$ cat src/rtl/nsdds_core.sv
`timescale 1ns/1ps
module nsdds_core #(
  parameter int PW   = 16,
  parameter int TRIM = 4,
  parameter int DW   = 12,
  parameter int PEAK = 2047
) (
  input  logic          clk,
  input  logic          rst,
  input  logic          en,
  input  logic [PW-1:0] ftw,
  output logic [DW-1:0] amp,
  output logic          amp_valid
);
  localparam int XW = PW - TRIM;
  localparam int AW = XW - TRIM;
  localparam int TN = 1 << AW;
  localparam int FW = TRIM + 6;
  localparam int VW = XW + 2;

  typedef logic [DW-1:0] rom_t [TN];

  function automatic rom_t build_rom();
    rom_t t;
    for (int k = 0; k < TN; k++) begin
      real s;
      int  r;
      s = PEAK * $sin(2.0 * 3.14159265358979 * k / TN);
      r = (s >= 0.0) ? $rtoi(s + 0.5) : $rtoi(s - 0.5);
      t[k] = DW'(r);
    end
    return t;
  endfunction

  localparam rom_t ROM = build_rom();

  logic [PW-1:0]   acc;
  logic [TRIM-1:0] e1, e2, e3, e4;
  logic [AW-1:0]   addr_q;
  logic            addr_ok;
  logic [DW-1:0]   amp_q;

  logic signed [FW-1:0] fb;
  logic signed [VW-1:0] v;

  assign fb = $signed(FW'(e1) << 2) - $signed(FW'(e2) * FW'(6))
            + $signed(FW'(e3) << 2) - $signed(FW'(e4));
  assign v  = $signed({2'b00, acc[PW-1:TRIM]}) + {{(VW-FW){fb[FW-1]}}, fb};

  always_ff @(posedge clk) begin
    if (rst) begin
      acc       <= '0;
      e1        <= '0;
      e2        <= '0;
      e3        <= '0;
      e4        <= '0;
      addr_q    <= '0;
      addr_ok   <= 1'b0;
      amp_q     <= '0;
      amp_valid <= 1'b0;
    end else if (en) begin
      acc       <= acc + ftw;
      e4        <= e3;
      e3        <= e2;
      e2        <= e1;
      e1        <= v[TRIM-1:0];
      addr_q    <= v[XW-1:TRIM];
      addr_ok   <= 1'b1;
      amp_q     <= ROM[addr_q];
      amp_valid <= addr_ok;
    end
  end

  assign amp = amp_q;


  acc_step_chk: assert property (@(posedge clk) disable iff (rst)
    en |=> acc == PW'($past(acc) + $past(ftw)));


  rst_clear_chk: assert property (@(posedge clk)
    rst |=> (acc == '0) && (amp_q == '0) && !amp_valid && (e1 == '0) && (e4 == '0));


  hold_chk: assert property (@(posedge clk) disable iff (rst)
    !en |=> $stable(acc) && $stable(amp_q) && $stable(amp_valid) && $stable(e1));


  valid_sticky_chk: assert property (@(posedge clk) disable iff (rst)
    amp_valid |=> amp_valid);


  addr_near_chk: assert property (@(posedge clk) disable iff (rst)
    en |=> AW'(AW'(addr_q - $past(acc[PW-1:PW-AW])) + AW'(8)) <= AW'(16));
endmodule

$ cat config.mk
export PLATFORM = sky130hd
export DESIGN_NAME = nsdds_core
export DESIGN_NICKNAME = d
export VERILOG_FILES = /design/src/rtl/nsdds_core.sv
export SDC_FILE = /design/constraint.sdc
export NUM_CORES = 1
export LEC_CHECK = 0
export BUFFER_PORTS_ARGS = -buffer_cell sky130_fd_sc_hd__buf_2
export CAP_MARGIN = 20
export CORE_UTILIZATION = 45
export CTS_CLUSTER_DIAMETER = 30
export DETAILED_ROUTE_END_ITERATION = 10
export PLACE_DENSITY = 0.57
export RECOVER_POWER = 50
export SLEW_MARGIN = 25
export SYNTH_ARGS = -nofsm -noshare
export SYNTH_HDL_FRONTEND = slang
export SYNTH_SLANG_ARGS = --single-unit
$ cat constraint.sdc
create_clock -name clk -period 7.1 [get_ports clk]
set_clock_uncertainty 0.05 [all_clocks]
set_input_delay 0.71 -clock clk [delete_from_list [all_inputs] [get_ports clk]]
set_output_delay 0.71 -clock clk [all_outputs]
set_load 0.02 [all_outputs]
==> impl_metrics.csv <==
group,metric,value,unit
min_path,min_path_cells,1,
sta,max_freq,227,MHz
synth,netlist_area,7080,sq um
sta,final.setup.tns,0,ns
finish,register_area,1090,sq um
power_and_ir_drop,vdd_drop_max,213,uV
worst_setup_path,endpoint_kind,"flop",
global_route,grt_pass1_wl,39000,microns
power_and_ir_drop,switching_power,1.78,mW
synth,synth_ff_type,"dfxtp_1",
run,cap_violations,2,
drt,detail_route.first_pass.iterations,5,
cts,cts_resized,0,
synth,synthSimpleGateAreaFrac,0.212,
power_and_ir_drop,p_per_area,446,nW/um^2
floorplanning,num_rows,45,
cts,cts_tree,"built",
finish,design_area,7320,sq um
worst_setup_path,crit_required,7.26,ns
sta,slew_headroom,-0.164,
min_path,worstHoldStart,"amp[7]$_SDFFE_PP0P_",
power_and_ir_drop,switching_share,0.546,
sta,rsz0062_at_grt,"no",
sta,min_period_over_period,0.619,
cts,cts_buffer_depth,2,
finish,n_fill_cell,1577,
cts,cts.clk_slew.worst_paths,0.08,ns
power_and_ir_drop,p_seq_frac,0.134,
synth,synthAdderAreaFrac,0.138,
worst_setup_path,cp-start-kind,"flop",
finish,area_delta_synth_final,3.50,%
floorplanning,die_w,127,microns
worst_setup_path,cp.arrival,4.56,ns
finish,nNetsFinal,1030,
global_route,gr-total-overflow,0,
floorplanning,die-area,16200,sq um
power_and_ir_drop,total_power,3.26,mW
synth,synth_edf_count,0,
finish,antennaDiodeCount,0,
cts,post_cts_buffers,0,
drt,ant_nets,0,
power_and_ir_drop,p_comb_frac,0.786,
worst_setup_path,r2r_start,"e2[0]$_SDFFE_PP0P_",
sta,finalCriticalPeriod,4.40,ns
cts,cts_buffers,5,
synth,ys_seq_area_frac,0.153,
sta,setup_violations,0,
floorplanning,io_pins,32,
synth,synth.distinct_cells,80,
power_and_ir_drop,p_int,1.48,mW
place,port_buffers,31,
global_route,grt_antenna_before_repair,0,
drt,drtIter0Drc,947,
synth,synth_xor_area_frac,0.0297,
synth,synth_compound_area_frac,0.331,
cts,cts_sinks,54,
cts,cts_hold_buf,0,
cts,clk_latency,0.30,ns
drt,viasPerCell,6.49,
synth,async_flop_share,0,
synth,syn_nets,1057,
place,hpwl,17500,microns
synth,yosys_warnings,0,
global_route,grt_pass1_vias,7016,
finish,drive_gt1_frac,0.0660,
status,violations,"max-capacitance violations, max-slew violations",
global_route,track_usage,0.309,
worst_setup_path,reg2reg_slack,2.70,ns
status,status,"complete, but fails checks",
min_path,hold_path.class,"flop to flop",
drt,routed_wl,24900,microns
worst_setup_path,r2r_end,"addr_q[7]$_SDFFE_PP0P_",
drt,wl_per_cell,21.7,microns
floorplanning,start_util,0.464,
drt,drc,0,
floorplanning,core_region_area,15300,sq um
place,dpl_cell_area,7200,sq um
power_and_ir_drop,p_leak,2.86,nW
worst_setup_path,crit_type,"flop to flop",
floorplanning,die_h,127,microns
synth,synthMuxAreaShare,0.0476,
drt,routed-via-count,7466,
synth,synth_cells,966,
synth,syn_area_per_cell,7.33,sq um
cts,htreeDepth,2,
synth,ys_ff_latch,54,
sta,drv_slew,55,
sta,worst_pin_slew,1.75,ns
power_and_ir_drop,p_clk_frac,0.080,
place,gp_congestion,1.02,
min_path,whs_endpoint,"amp[7]$_SDFFE_PP0P_",
cts,cts_root_buf,"clkbuf_16",
finish,multi_input_area,5370,sq um
sta,hold_violations,0,
global_route,grt_max_degree,79,
synth,synth_top_family_by_area,"compound AO/OA/AOI/OAI gates",
worst_setup_path,crit_fanout,7,
worst_setup_path,rr_worst_depth,18,
-- how the worst max path moves through the flow --
stage / startpoint / end / slack, ns / cells after the start
after floorplan: e2[0]$_SDFFE_PP0P_ / addr_q[7]$_SDFFE_PP0P_ / 3.03 / 18
after global placement: e2[1]$_SDFFE_PP0P_ / addr_q[7]$_SDFFE_PP0P_ / 2.74 / 18
after detailed placement: e2[0]$_SDFFE_PP0P_ / addr_q[7]$_SDFFE_PP0P_ / 2.71 / 18
after CTS: e2[0]$_SDFFE_PP0P_ / addr_q[7]$_SDFFE_PP0P_ / 2.66 / 18
after global routing: e2[1]$_SDFFE_PP0P_ / addr_q[7]$_SDFFE_PP0P_ / 2.31 / 18
final: e2[0]$_SDFFE_PP0P_ / addr_q[7]$_SDFFE_PP0P_ / 2.70 / 18
-- metal layers --
metal | vias up | track usage | wire length [microns]
met1 | 3432 | 0.400 | 10300
met5 | - | 0 | 0
met2 | 418 | 0.494 | 11300
met4 | 0 | 0.184 | 1470
li1 | 3512 | - | -
met3 | 104 | 0.0360 | 1940
-- stage by stage --
stage | setup slack, ns | utilization | cells | hold WS (ns)
2_1_floorplan | 3.03 | - | 966 | 0.384
3_3_place_gp | 2.74 | 0.471 | 1143 | 0.399
3_5_place_dp | 2.71 | 0.472 | 1143 | 0.402
4_1_cts | 2.66 | 0.482 | 1151 | 0.420
5_1_grt | 2.31 | 0.480 | 1151 | 0.433
6_report | 2.70 | 0.480 | 1151 | 0.415
-- power groups by stage --
stage               registers (mW)  clock network (mW)  logic, mW
global route                 0.445               0.286       2.79
floorplan                    0.437                   0       1.93
finish                       0.436               0.263       2.57
CTS                          0.434               0.272       2.51
detailed placement           0.441                   0       2.49
global placement             0.442                   0       2.50
-- critical path, cell delays in order (launching register included) --
cell and delay [ns]:
dfxtp_1 0.37, ha_1 0.25, fa_1 0.40, xor2_1 0.18, ha_1 0.31, nand2_1 0.07, o31ai_2 0.32, a21oi_1 0.12
nor2b_1 0.27, ha_1 0.29, inv_1 0.06, ha_1 0.23, ha_1 0.32, or2_2 0.31, a21o_1 0.20, a21oi_1 0.14
a21oi_1 0.06, xnor2_1 0.13, a211oi_1 0.22
-- area by class of cell --
cell class / instances / area share
sequential: 54 / 0.148
multi-input combinational: 774 / 0.733
timing repair buffer: 44 / 0.0311
clock inverter: 3 / 0.00393
inverter: 60 / 0.0307
clock buffer: 5 / 0.0171
tap: 211 / 0.0360
-- placed cells by master (no fill, tap or decap), types with 5 or more instances in the layout --
| cell type | count |
|---|---|
| nand2_1 | 70 |
| o22ai_1 | 6 |
| clkbuf_16 | 5 |
| a31oi_1 | 16 |
| or3_1 | 5 |
| dfxtp_1 | 50 |
| o311ai_0 | 6 |
| nor2b_1 | 31 |
| ha_1 | 62 |
| o21ai_0 | 61 |
| nand3_1 | 14 |
| o31ai_1 | 7 |
| a21oi_1 | 72 |
| a211o_1 | 8 |
| a211oi_1 | 29 |
| o21a_1 | 7 |
| o2111ai_1 | 8 |
| mux2i_1 | 28 |
| nand4_1 | 6 |
| nor2_1 | 95 |
| inv_1 | 56 |
| nand2b_1 | 31 |
| a221oi_1 | 7 |
| o221ai_1 | 6 |
| and2_1 | 6 |
| buf_2 | 17 |
| o211ai_1 | 19 |
| a311oi_1 | 13 |
| buf_4 | 11 |
| fa_1 | 10 |
| a21o_1 | 10 |
| clkbuf_1 | 16 |
| or2_2 | 8 |
| a2111oi_0 | 7 |
| xnor2_1 | 17 |
| xor2_1 | 7 |
| nor3_1 | 20 |
-- logic make-up after synthesis --
| kind of cell | count (synthesis) |
|---|---|
| adder cells (fa/ha/maj) | 72 |
| AO/OA/AOI/OAI | 338 |
| flip-flops | 54 |
| AND/OR/NAND/NOR | 309 |
| XOR/XNOR | 24 |
| buffers and inverters | 138 |
| multiplexers | 31 |
-- synthesized netlist by cell type (10+ instances only) --
master,number,area [sq um]
a211oi_1,29,218
a21o_1,10,75.1
a21oi_1,72,360
a311oi_1,13,114
a31oi_1,16,100
buf_2,24,120
clkbuf_1,35,131
dfxtp_1,54,1080
fa_1,10,200
ha_1,62,776
inv_1,56,210
mux2i_1,28,280
nand2_1,70,263
nand2b_1,31,194
nand3_1,14,70.1
nor2_1,96,360
nor2b_1,31,194
nor3_1,20,100
o211ai_1,19,143
o21ai_0,61,305
xnor2_1,17,149
-- registers in the layout, indices dropped and copies added (netlist names) --
| register | flops |
|---|---|
| e2 | 4 |
| e3 | 4 |
| addr_q | 8 |
| acc | 16 |
| e1 | 4 |
| addr_ok | 1 |
| amp | 12 |
| amp_valid | 1 |
| e4 | 4 |
Power figures use the tool's default switching activity.
